===== config.mk =====
export PLATFORM = sky130hd
export DESIGN_NAME = axi_id_evt_gen
export DESIGN_NICKNAME = d
export VERILOG_FILES = /design/src/rtl/afilt_pkg.sv /design/src/rtl/afilt_regs.sv /design/src/rtl/afilt_match.sv /design/src/rtl/afilt_pulse.sv /design/src/rtl/axi_id_evt_gen.sv
export SDC_FILE = /design/constraint.sdc
export NUM_CORES = 1
export LEC_CHECK = 0
export ABC_AREA = 1
export CORE_UTILIZATION = 35
export CTS_CLUSTER_DIAMETER = 100
export DETAILED_ROUTE_END_ITERATION = 8
export GPL_TIMING_DRIVEN = 0
export PLACE_DENSITY = 0.79
export SYNTH_ARGS = -nofsm -noshare
export SYNTH_HDL_FRONTEND = slang
export SYNTH_SLANG_ARGS = --single-unit

===== constraint.sdc =====
create_clock -name clk -period 1.6 [get_ports clk]
set_input_delay 0.32 -clock clk [delete_from_list [all_inputs] [get_ports clk]]
set_output_delay 0.32 -clock clk [all_outputs]
set_load 0.03 [all_outputs]

===== src/rtl/afilt_pkg.sv =====
package afilt_pkg;
  // Register data width. The enable bit positions below assume 32.
  localparam int CFG_DW = 32;

  // Event channel indices, shared by the matchers, pulses and checker
  localparam int CH_RD   = 0;
  localparam int CH_WR   = 1;
  localparam int CH_BEAT = 2;
  localparam int N_CH    = 3;

  // Enable bit positions in the control register
  localparam int BIT_EN_RD   = 31;
  localparam int BIT_EN_WR   = 30;
  localparam int BIT_EN_BEAT = 29;

  // Register byte offsets
  localparam logic [7:0] OFS_CTRL  = 8'h00;
  localparam logic [7:0] OFS_MATCH = 8'h04;

  // Masked ID comparison: only bits with a 1 in the mask are compared
  function automatic logic id_pass(input logic [31:0] id,
                                   input logic [31:0] match,
                                   input logic [31:0] mask);
    return ((id ^ match) & mask) == 32'd0;
  endfunction
endpackage


===== src/rtl/afilt_regs.sv =====
module afilt_regs
  import afilt_pkg::*;
#(
  parameter int ID_W = 18,
  parameter int AW   = 8
) (
  input  logic              clk,
  input  logic              rst_n,
  input  logic              wr,
  input  logic [AW-1:0]     addr,
  input  logic [CFG_DW-1:0] wdata,
  output logic [CFG_DW-1:0] rdata,
  output logic [N_CH-1:0]   en,
  output logic [ID_W-1:0]   match,
  output logic [ID_W-1:0]   mask
);
  logic sel_ctrl, sel_match;
  logic unused_wbits;

  assign sel_ctrl  = (addr == AW'(OFS_CTRL));
  assign sel_match = (addr == AW'(OFS_MATCH));
  assign unused_wbits = ^wdata[BIT_EN_BEAT-1:ID_W];

  always_ff @(posedge clk or negedge rst_n) begin
    if (!rst_n) begin
      en    <= '0;
      mask  <= '0;
      match <= '0;
    end else if (wr) begin
      if (sel_ctrl) begin
        en[CH_RD]   <= wdata[BIT_EN_RD];
        en[CH_WR]   <= wdata[BIT_EN_WR];
        en[CH_BEAT] <= wdata[BIT_EN_BEAT];
        mask        <= wdata[ID_W-1:0];
      end
      if (sel_match) begin
        match <= wdata[ID_W-1:0];
      end
    end
  end

  always_comb begin
    rdata = '0;
    if (sel_ctrl) begin
      rdata[BIT_EN_RD]   = en[CH_RD];
      rdata[BIT_EN_WR]   = en[CH_WR];
      rdata[BIT_EN_BEAT] = en[CH_BEAT];
      rdata[ID_W-1:0]    = mask;
    end else if (sel_match) begin
      rdata[ID_W-1:0] = match;
    end
  end
endmodule


===== src/rtl/afilt_match.sv =====
module afilt_match
  import afilt_pkg::*;
#(
  parameter int ID_W = 18
) (
  input  logic            valid,
  input  logic            ready,
  input  logic [ID_W-1:0] id,
  input  logic [ID_W-1:0] match,
  input  logic [ID_W-1:0] mask,
  input  logic            en,
  output logic            hs,
  output logic            hit,
  output logic            fire
);
  assign hs   = valid && ready;
  assign hit  = id_pass(32'(id), 32'(match), 32'(mask));
  assign fire = hs && hit && en;
endmodule


===== src/rtl/afilt_pulse.sv =====
module afilt_pulse #(
  parameter int N = 3
) (
  input  logic         clk,
  input  logic         rst_n,
  input  logic [N-1:0] fire,
  output logic [N-1:0] evt
);
  // One register per channel gives a single-cycle pulse after each handshake
  for (genvar c = 0; c < N; c++) begin : g_pulse
    always_ff @(posedge clk or negedge rst_n) begin
      if (!rst_n) evt[c] <= 1'b0;
      else        evt[c] <= fire[c];
    end
  end
endmodule


===== src/rtl/axi_id_evt_gen.sv =====
module axi_id_evt_gen
  import afilt_pkg::*;
#(
  parameter int ID_W = 18,
  parameter int AW   = 8
) (
  input  logic              clk,
  input  logic              rst_n,
  input  logic              cfg_wr,
  input  logic [AW-1:0]     cfg_addr,
  input  logic [CFG_DW-1:0] cfg_wdata,
  output logic [CFG_DW-1:0] cfg_rdata,
  input  logic              ar_valid,
  input  logic              ar_ready,
  input  logic [ID_W-1:0]   ar_id,
  input  logic              aw_valid,
  input  logic              aw_ready,
  input  logic [ID_W-1:0]   aw_id,
  input  logic              r_valid,
  input  logic              r_ready,
  input  logic [ID_W-1:0]   r_id,
  output logic              evt_rd_txn,
  output logic              evt_wr_txn,
  output logic              evt_rd_beat
);
  // Named internal events, one bit per channel, visible to the checker
  logic [N_CH-1:0] en, hs, hit, fire, evt;
  logic [N_CH-1:0] ch_valid, ch_ready;
  logic [ID_W-1:0] ch_id [N_CH];
  logic [ID_W-1:0] match, mask;

  assign ch_valid[CH_RD]   = ar_valid;
  assign ch_ready[CH_RD]   = ar_ready;
  assign ch_id[CH_RD]      = ar_id;
  assign ch_valid[CH_WR]   = aw_valid;
  assign ch_ready[CH_WR]   = aw_ready;
  assign ch_id[CH_WR]      = aw_id;
  assign ch_valid[CH_BEAT] = r_valid;
  assign ch_ready[CH_BEAT] = r_ready;
  assign ch_id[CH_BEAT]    = r_id;

  afilt_regs #(.ID_W(ID_W), .AW(AW)) u_regs (
    .clk(clk), .rst_n(rst_n), .wr(cfg_wr), .addr(cfg_addr),
    .wdata(cfg_wdata), .rdata(cfg_rdata), .en(en), .match(match), .mask(mask)
  );

  for (genvar c = 0; c < N_CH; c++) begin : g_ch
    afilt_match #(.ID_W(ID_W)) u_match (
      .valid(ch_valid[c]), .ready(ch_ready[c]), .id(ch_id[c]),
      .match(match), .mask(mask), .en(en[c]),
      .hs(hs[c]), .hit(hit[c]), .fire(fire[c])
    );
  end

  afilt_pulse #(.N(N_CH)) u_pulse (
    .clk(clk), .rst_n(rst_n), .fire(fire), .evt(evt)
  );

  assign evt_rd_txn  = evt[CH_RD];
  assign evt_wr_txn  = evt[CH_WR];
  assign evt_rd_beat = evt[CH_BEAT];
endmodule


# Yosys cells after proc, flatten, opt, wreduce, memory -nomap -nowiden
# Cells that the tools add are included.
# Widths: inputs -> output; s select.
op_classes:
  eq_ne: 1
  muxes: 3
  n_bitwise: 6
  reduce_logical: 15
op_table:
  columns: ["cell", "n"]
  rows:
  - ["$and 32x18->32", 3]
  - ["$logic_not 32->1", 3]
  - ["$xor 18x18->18", 3]
  - ["$mux 18", 2]
  - ["$logic_and 1x1->1", 9]
  - ["$eq 8x3->1 const B", 1]
  - ["$logic_not 8->1", 1]
  - ["$reduce_and 2->1", 2]
  - ["$mux 3", 1]
word_totals:
  regBits: 42
  inputBits: 103
  word_cells: 31

# Logic depth before layout (Yosys ltp)
# Gate-level depths: netlist (run 1).
depth:
  depth_word: 5
  ltp_mapped: 9
  ltp_nobuf: 8

# Hierarchy
# From an unflattened synthesis (run 1), not the netlist that was laid out.
unflattened:
  hier_cells: 578
  area_unflattened_um2: 3450.8
modules_own_cells:
  columns: ["mod", "n_inst", "cells_per_inst", "area_each_um2", "seq_area_each_um2"]
  rows:
  - ["afilt_regs", 1, 260, 2043.2, 975.9]
  - ["afilt_match", 3, 105, 444.2, 0.0]
  - ["afilt_pulse", 1, 3, 75.1, 75.1]

# Worst setup path after synthesis (run 1)
# OpenSTA, ideal clock, no wires.
synth_timing:
  path_type: "input-to-output"
  from: "input cfg_addr[5]"
  to: "output cfg_rdata[10]"
  t_arrival_ns: 1.620
  required_ns: 1.280
  path_slack_ns: -0.340
  stages: 5
  path_cell_list: "nor2_1 -> nand2_1 -> nand3b_4 -> clkbuf_1 -> o21ai_0"
synth_between:
  elab_chain_len: 3
  word_cells_on_any_way: 4
  classes_between: "eq/ne (1); mux (2); reduce/logical (1)"
synth_lines:
  columns: ["item", "line_no", "source"]
  rows:
  - ["start, declared", "axi_id_evt_gen.sv:10", "input logic [AW-1:0] cfg_addr,"]
  - ["$eq 8x3->1", "afilt_regs.sv:21", "assign sel_match = (addr == AW'(OFS_MATCH));"]
  - ["$mux 18", "afilt_regs.sv:49", "end else if (sel_match) begin"]
  - ["$mux 18 (*)", "afilt_regs.sv:44", "if (sel_ctrl) begin"]
  - ["end, declared", "axi_id_evt_gen.sv:12", "output logic [CFG_DW-1:0] cfg_rdata,"]
# Mark *: on every way between the ends. The rest lies on a longest branch, timed or not.

# Final worst setup path (run 1)
layout_timing:
  from: "input cfg_addr[5]"
  to: "output cfg_rdata[3]"
# Same word-level chain as after synthesis.

==> out/qor.yml, run 1 <==
timing:
  slew_viol_final: 0
  min_period_ns: 1.66
  fin_skew_ns: 0.00223
  finalHoldViolCount: 0
  worstMarginPinSlew_ns: 0.649
  fmax_mhz: 603
  setup_viol: 15
  rsz0062_at_grt: "true"
  fin_crit_sh_pct: 104
  fin_ws_ns: -0.0591
  tns_ns: -0.581
  slew_headroom_pct: 56.8
critical_path:
  critPathKind: "in2out"
  cp-start-kind: "input pin"
  worstPathMaxFanout: 5
  end_kind: "output pin"
  r2r_slack_ns: 0.34
  arrival_ns: 1.34
  cp_data_required_time_ns: 1.28
yosys:
  netlist_instances: 489
  syn_area_sq_um: 3080
  ys_types: 20
  ys_seq_area_share_pct: 34.1
  yosysWarnings: 0
  avgSynthCellArea_sq_um: 6.30
  yosys_register_bits: 42
floorplan:
  io_pins: 138
  coreArea_sq_um: 8380
  chipHeight_um: 95.8
  dieWidth_um: 95.8
  rows: 33
  dieArea_sq_um: 9180
  start_util_pct: 36.8
place:
  place_congestion: 0.816
  detailed_place_hpwl_mm: 7.67
  pre_cts_ws_ns: -1.40
  port_buffers: 114
flow_run:
  drv_cap: 0
global_routing:
  antenna_found_initial: 0
  grt_overflow_total: 0
  gr-usage-all-layers_pct: 24.1
  grt_pass1_wl_mm: 16.4
  grt_max_degree: 28
  grt_pass1_vias: 3489
clock_network:
  h-tree-depth: 2
  cts.sinks: 42
  root_buffer: "clkbuf_8"
  cts_tree: "yes"
  cts-buffers-inserted: 5
  clk_latency_ns: 0.29
  clockBufferDepth: 2
  clk_pin_slew_ns: 0.08
finish:
  area_delta_synth_final_pct: 61.2
  ff_latch_area_sq_um: 1050
  nNetsFinal: 737
  drive_above_1_share_pct: 22.2
  diodes: 0
  fillerInstances: 758
  multi_input_area_sq_um: 1950
pwr:
  p_sw_uw: 811
  sw_frac_of_total_pct: 31.2
  leakage_nw: 2.69
  internal-power_mw: 1.79
  power_density_nw_per_um2: 524
  p_seq_share_pct: 46.5
  power_frac_comb_pct: 27.8
  clkPwrFrac_pct: 25.6
  ir_worst_vdd_mv: 0.295
routing:
  viasPerCell: 4.86
  wl_mm: 10.7
  ant_nets: 0
  first_pass_iters: 4
  drcViolationCount: 0
  vias: 3591
  drtIter0Drc: 192
  wire_per_inst_um: 14.5
outcome:
  status: "finished with violations"
  violations: "setup timing"
min_path:
  hp-class: "in2reg"
==> worst max-delay path, cell delays in order <==
cell and delay [ns]:
buf_6 0.09, nor2_4 0.09, nand2_2 0.08, nor2_4 0.21, buf_6 0.15, buf_12 0.13, nand2_2 0.06, o21ai_2 0.06
buf_6 0.14
==> registers in the layout (all words and copies together) (netlist names) <==
register,flops
u_regs.match,18
u_regs.mask,18
u_regs.en,3
u_pulse.evt,3
==> path summary, 6_finish.rpt <==
kind | startpoint | end | cells past startpoint
setup / recovery | cfg_addr[5] | cfg_rdata[3] | 9
setup reg to reg | u_regs.match[11]$_DFFE_PN0P_ | u_pulse.evt[0]$_DFF_PN0_ | 7
hold / removal | cfg_wr | u_regs.mask[14]$_DFFE_PN0P_ | 3
min in group asynchronous | rst_n | u_regs.mask[12]$_DFFE_PN0P_ | 2
hold reg to reg | u_regs.en[1]$_DFFE_PN0P_ | u_regs.en[1]$_DFFE_PN0P_ | 2
max in group asynchronous | rst_n | u_regs.mask[5]$_DFFE_PN0P_ | 3
==> kinds of logic (layout without fill, tap and decap cells) <==
kind of cell | count (synthesis) | in the layout | synth area share [%]
and+or+nand+nor | 324 | 324 | 45.1
buffers and inverters | 79 | 214 | 12.1
AOI/OAI and AO/OA | 43 | 43 | 8.49
DFF | 42 | 42 | 34.1
other | 1 | 11 | 0.122
==> final cells by class <==
cell class / count / area share (%)
Clock buffer: 7 / 1.54
Timing Repair Buffer: 128 / 26.9
Buffer: 22 / 4.16
Multi-Input combinational cell: 378 / 39.3
Tap cell: 105 / 2.64
Sequential cell: 42 / 21.2
Inverter: 57 / 4.31
==> power groups by stage <==
| stage | logic (mW) | registers [mW] | clock network [mW] |
|---|---|---|---|
| after floorplan | 0.322 | 1.22 | 0 |
| after global placement | 0.658 | 1.22 | 0 |
| after detailed placement | 0.684 | 1.22 | 0 |
| after CTS | 0.704 | 1.20 | 0.673 |
| after global routing | 0.802 | 1.22 | 0.725 |
| final | 0.724 | 1.21 | 0.668 |
==> cell usage in the layout (no fill, tap or decap), drive strengths merged <==
cell type	synthesis	final
nand2	194	194
clkdlybuf4s50	0	81
nand3	67	67
buf	20	59
inv	57	57
nor2	44	44
dfrtp	42	42
o21ai	38	38
or2	17	17
clkbuf	2	13
conb	1	11
a21oi	4	4
dlygate4sd2	0	3
nor3	1	1
nand3b	1	1
o22ai	1	1
dlygate4sd3	0	1
==> routing by layer <==
metal,vias up,global-route usage [%],part of all wire (%)
met4,0,7.34,1.7
met3,12,4.42,8.2
met1,1624,29.7,42
met5,-,0,0
li1,1793,-,-
met2,162,42.6,49
==> per-stage QoR <==
| stage | cells | cell area [sq um] | util [%] | power, mW | hold WS, ns |
|---|---|---|---|---|---|
| global placement | 718 | 4400 | 52.5 | 1.88 | 0.519 |
| finish | 739 | 4970 | 59.3 | 2.60 | 0.394 |
| global route | 739 | 4970 | 59.3 | 2.75 | 0.418 |
| floorplan | 499 | 3130 | - | 1.54 | 0.0244 |
| detailed placement | 719 | 4410 | 52.6 | 1.91 | 0.271 |
| CTS | 739 | 4820 | 57.5 | 2.58 | 0.387 |
==> synthesized netlist by cell type <==
cell	count	area [sq um]
or2_2	17	106
nand3_1	67	335
inv_1	57	214
o21ai_0	26	130
clkbuf_1	2	7.51
nor2_1	42	158
conb_1	1	3.75
o22ai_1	1	6.26
nor2_4	1	11.3
nand2_2	1	6.26
o21ai_2	12	105
nand3b_4	1	20.0
nor3_2	1	10.0
a21oi_1	4	20.0
buf_4	11	82.6
buf_6	4	45.0
buf_2	5	25.0
dfrtp_1	42	1050
nand2_1	193	724
nor2_8	1	20.0
==> what timing repair did <==
item                                    CTS  global route
endpoints found under the hold margin    15             0
setup buffers                            10             1
gates resized for setup                 238            40
cloned                                    2             0
pin swaps                                 8             6
endpoints found under the setup margin   46            21
hold buffers                              1             0
No activity file was read; power rests on OpenSTA's default activity.
==> inputs of run 2 (changes only) <==
Settings changed: DONT_BUFFER_PORTS set to 1, PLACE_DENSITY 0.79 to 0.59, SYNTH_HIERARCHICAL set to 1.
Clock period 1.6 ns to 1.53 ns, I/O delays scaled along.
==> run 2 against run 1 <==
Against the previous run:
- the run now ends clean
- utilization decreased by 15 points
- critical path depth decreased by 2
- hold slack got worse by 0.25 ns
- routed wire length decreased by 1.8%
- cell count decreased by 0.41%
- synthesized cell count increased by 18%
- clock-buffer cell count decreased by 1
- clock skew increased by 0.0032 ns
- combinational power decreased by 42%
- via count decreased by 5.0%
==> out/qor.yml, run 2 <==
global_routing:
  antenna_found_initial: 0
  grt_max_degree: 43
  grt_overflow_total: 0
  gr-usage-all-layers_pct: 20.3
  grt_pass1_wl_mm: 15.7
  grt_pass1_vias: 3091
critical_path:
  critPathKind: "in2out"
  r2r_cells: 7
  startpoint: "cfg_addr[5]"
  cp_data_required_time_ns: 1.22
  r2r_slack_ns: 0.24
  cp-start-kind: "input pin"
  end_kind: "output pin"
  arrival_ns: 1.21
  r2r_end: "u_pulse/evt[1]$_DFF_PN0_"
  worstPathMaxFanout: 5
  regToRegStartpoint: "u_regs/match[16]$_DFFE_PN0P_"
finish:
  fillerInstances: 1035
  reg_top3: "u_regs/mask x18, u_regs/match x18"
  area_delta_synth_final_pct: 19.4
  layout_common_cells: "nand2_1 (233), inv_1 (98), nand3_1 (90), dfrtp_1 (42), nand2_2 (24)"
  nNetsFinal: 709
  mostFrequentLayoutCell: "nand2_1"
  diodes: 0
  drive_above_1_share_pct: 17.1
  final_area_sq_um: 4110
clock_network:
  cts.sinks: 42
  h-tree-depth: 2
  clk_pin_slew_ns: 0.09
  clk_latency_ns: 0.29
  root_buffer: "clkbuf_8"
  clockBufferDepth: 2
  cts-buffers-inserted: 5
  cts_tree: "yes"
place:
  pre_cts_ws_ns: -0.259
  placed_area_sq_um: 3640
  place_congestion: 0.809
  port_buffers: 0
  detailed_place_hpwl_mm: 7.68
routing:
  wl_mm: 10.5
  vias: 3412
  drcViolationCount: 0
  wire_per_inst_um: 14.3
  drtIter0Drc: 176
  ant_nets: 0
  viasPerCell: 4.64
  first_pass_iters: 4
timing:
  setup_viol: 0
  fin_crit_sh_pct: 98.8
  worstMarginPinSlew_ns: 0.591
  slew_headroom_pct: 60.6
  rsz0062_at_grt: "true"
  finalHoldViolCount: 0
  fin_ws_ns: 0.0181
  slew_viol_final: 0
  fmax_mhz: 661
  fin_skew_ns: 0.00547
  min_period_ns: 1.51
pwr:
  leakage_nw: 2.30
  finalPower_mw: 2.77
  ir_worst_vdd_mv: 0.403
  power_density_nw_per_um2: 675
floorplan:
  start_util_pct: 36.7
  rows: 35
  dieArea_sq_um: 10200
  coreArea_sq_um: 9370
  chipHeight_um: 101
  io_pins: 138
  dieWidth_um: 101
yosys:
  avgSynthCellArea_sq_um: 5.98
  syn_area_sq_um: 3440
  netlist_instances: 575
  yosysWarnings: 6
min_path:
  hold_end: "u_regs/mask[16]$_DFFE_PN0P_"
  hold_start: "cfg_wdata[16]"
  hold_depth: 2
  hp-class: "in2reg"
outcome:
  status: "complete, no violations"
flow_run:
  drv_cap: 0
run 2: what timing repair did:
item / CTS / global route
hold endpoints to repair: 42 / 0
pin swaps: 1 / 10
endpoints found under the setup margin: 21 / 20
resized for setup: 24 / 29
cloned: 0 / 1
setup buffers: 3 / 9
hold buffers: 2 / 0
run 2: final cells by class:
type	instances	area, sq um	share of cell area, %
multi-input combinational	416	2010	49.0
sequential	42	1050	25.6
inverter	101	379	9.23
clock inverter	2	60.1	1.46
tap	129	161	3.93
buffer	25	203	4.94
clock buffer	6	82.6	2.01
timing repair buffer	15	156	3.81
run 2: report_power, final:
group	internal (mW)	switching, mW	leakage [nW]
sequential	1.16	0.0886	0.580
clock	0.697	0.411	0.0714
combinational	0.156	0.261	1.65
run 2: worst max-delay path by stage:
stage / endpoint / depth (start not counted)
after floorplan: cfg_rdata[29] / 3
after global placement: cfg_rdata[1] / 6
after detailed placement: cfg_rdata[1] / 6
after CTS: cfg_rdata[8] / 6
after global routing: cfg_rdata[3] / 7
final: cfg_rdata[2] / 7
run 2: metrics by stage:
stage                     util [%]  hold WS, ns  instances  setup TNS, ns
after floorplan                  -       0.0104        585         -0.267
after global placement        38.8       0.0119        714          -3.91
after detailed placement      38.8       0.0121        714          -4.39
after CTS                     41.6        0.138        726              0
after global routing          43.8        0.133        736         -0.332
final                         43.8        0.144        736              0
run 2: critical path, cell delays in order:
cell and delay (ns):
nor2_4 0.10, nand2_4 0.10, nor2_4 0.20, buf_6 0.15, buf_8 0.13, nand2_1 0.09
nand2_4 0.13
run 2: layer usage:
metal  global-route usage [%]  part of all wire [%]  vias up
met5                        0                     0        -
met4                     7.02                   1.7        0
met3                     4.42                   7.9       13
met2                     33.4                    48      113
met1                     26.2                    43     1526
li1                         -                     -     1760
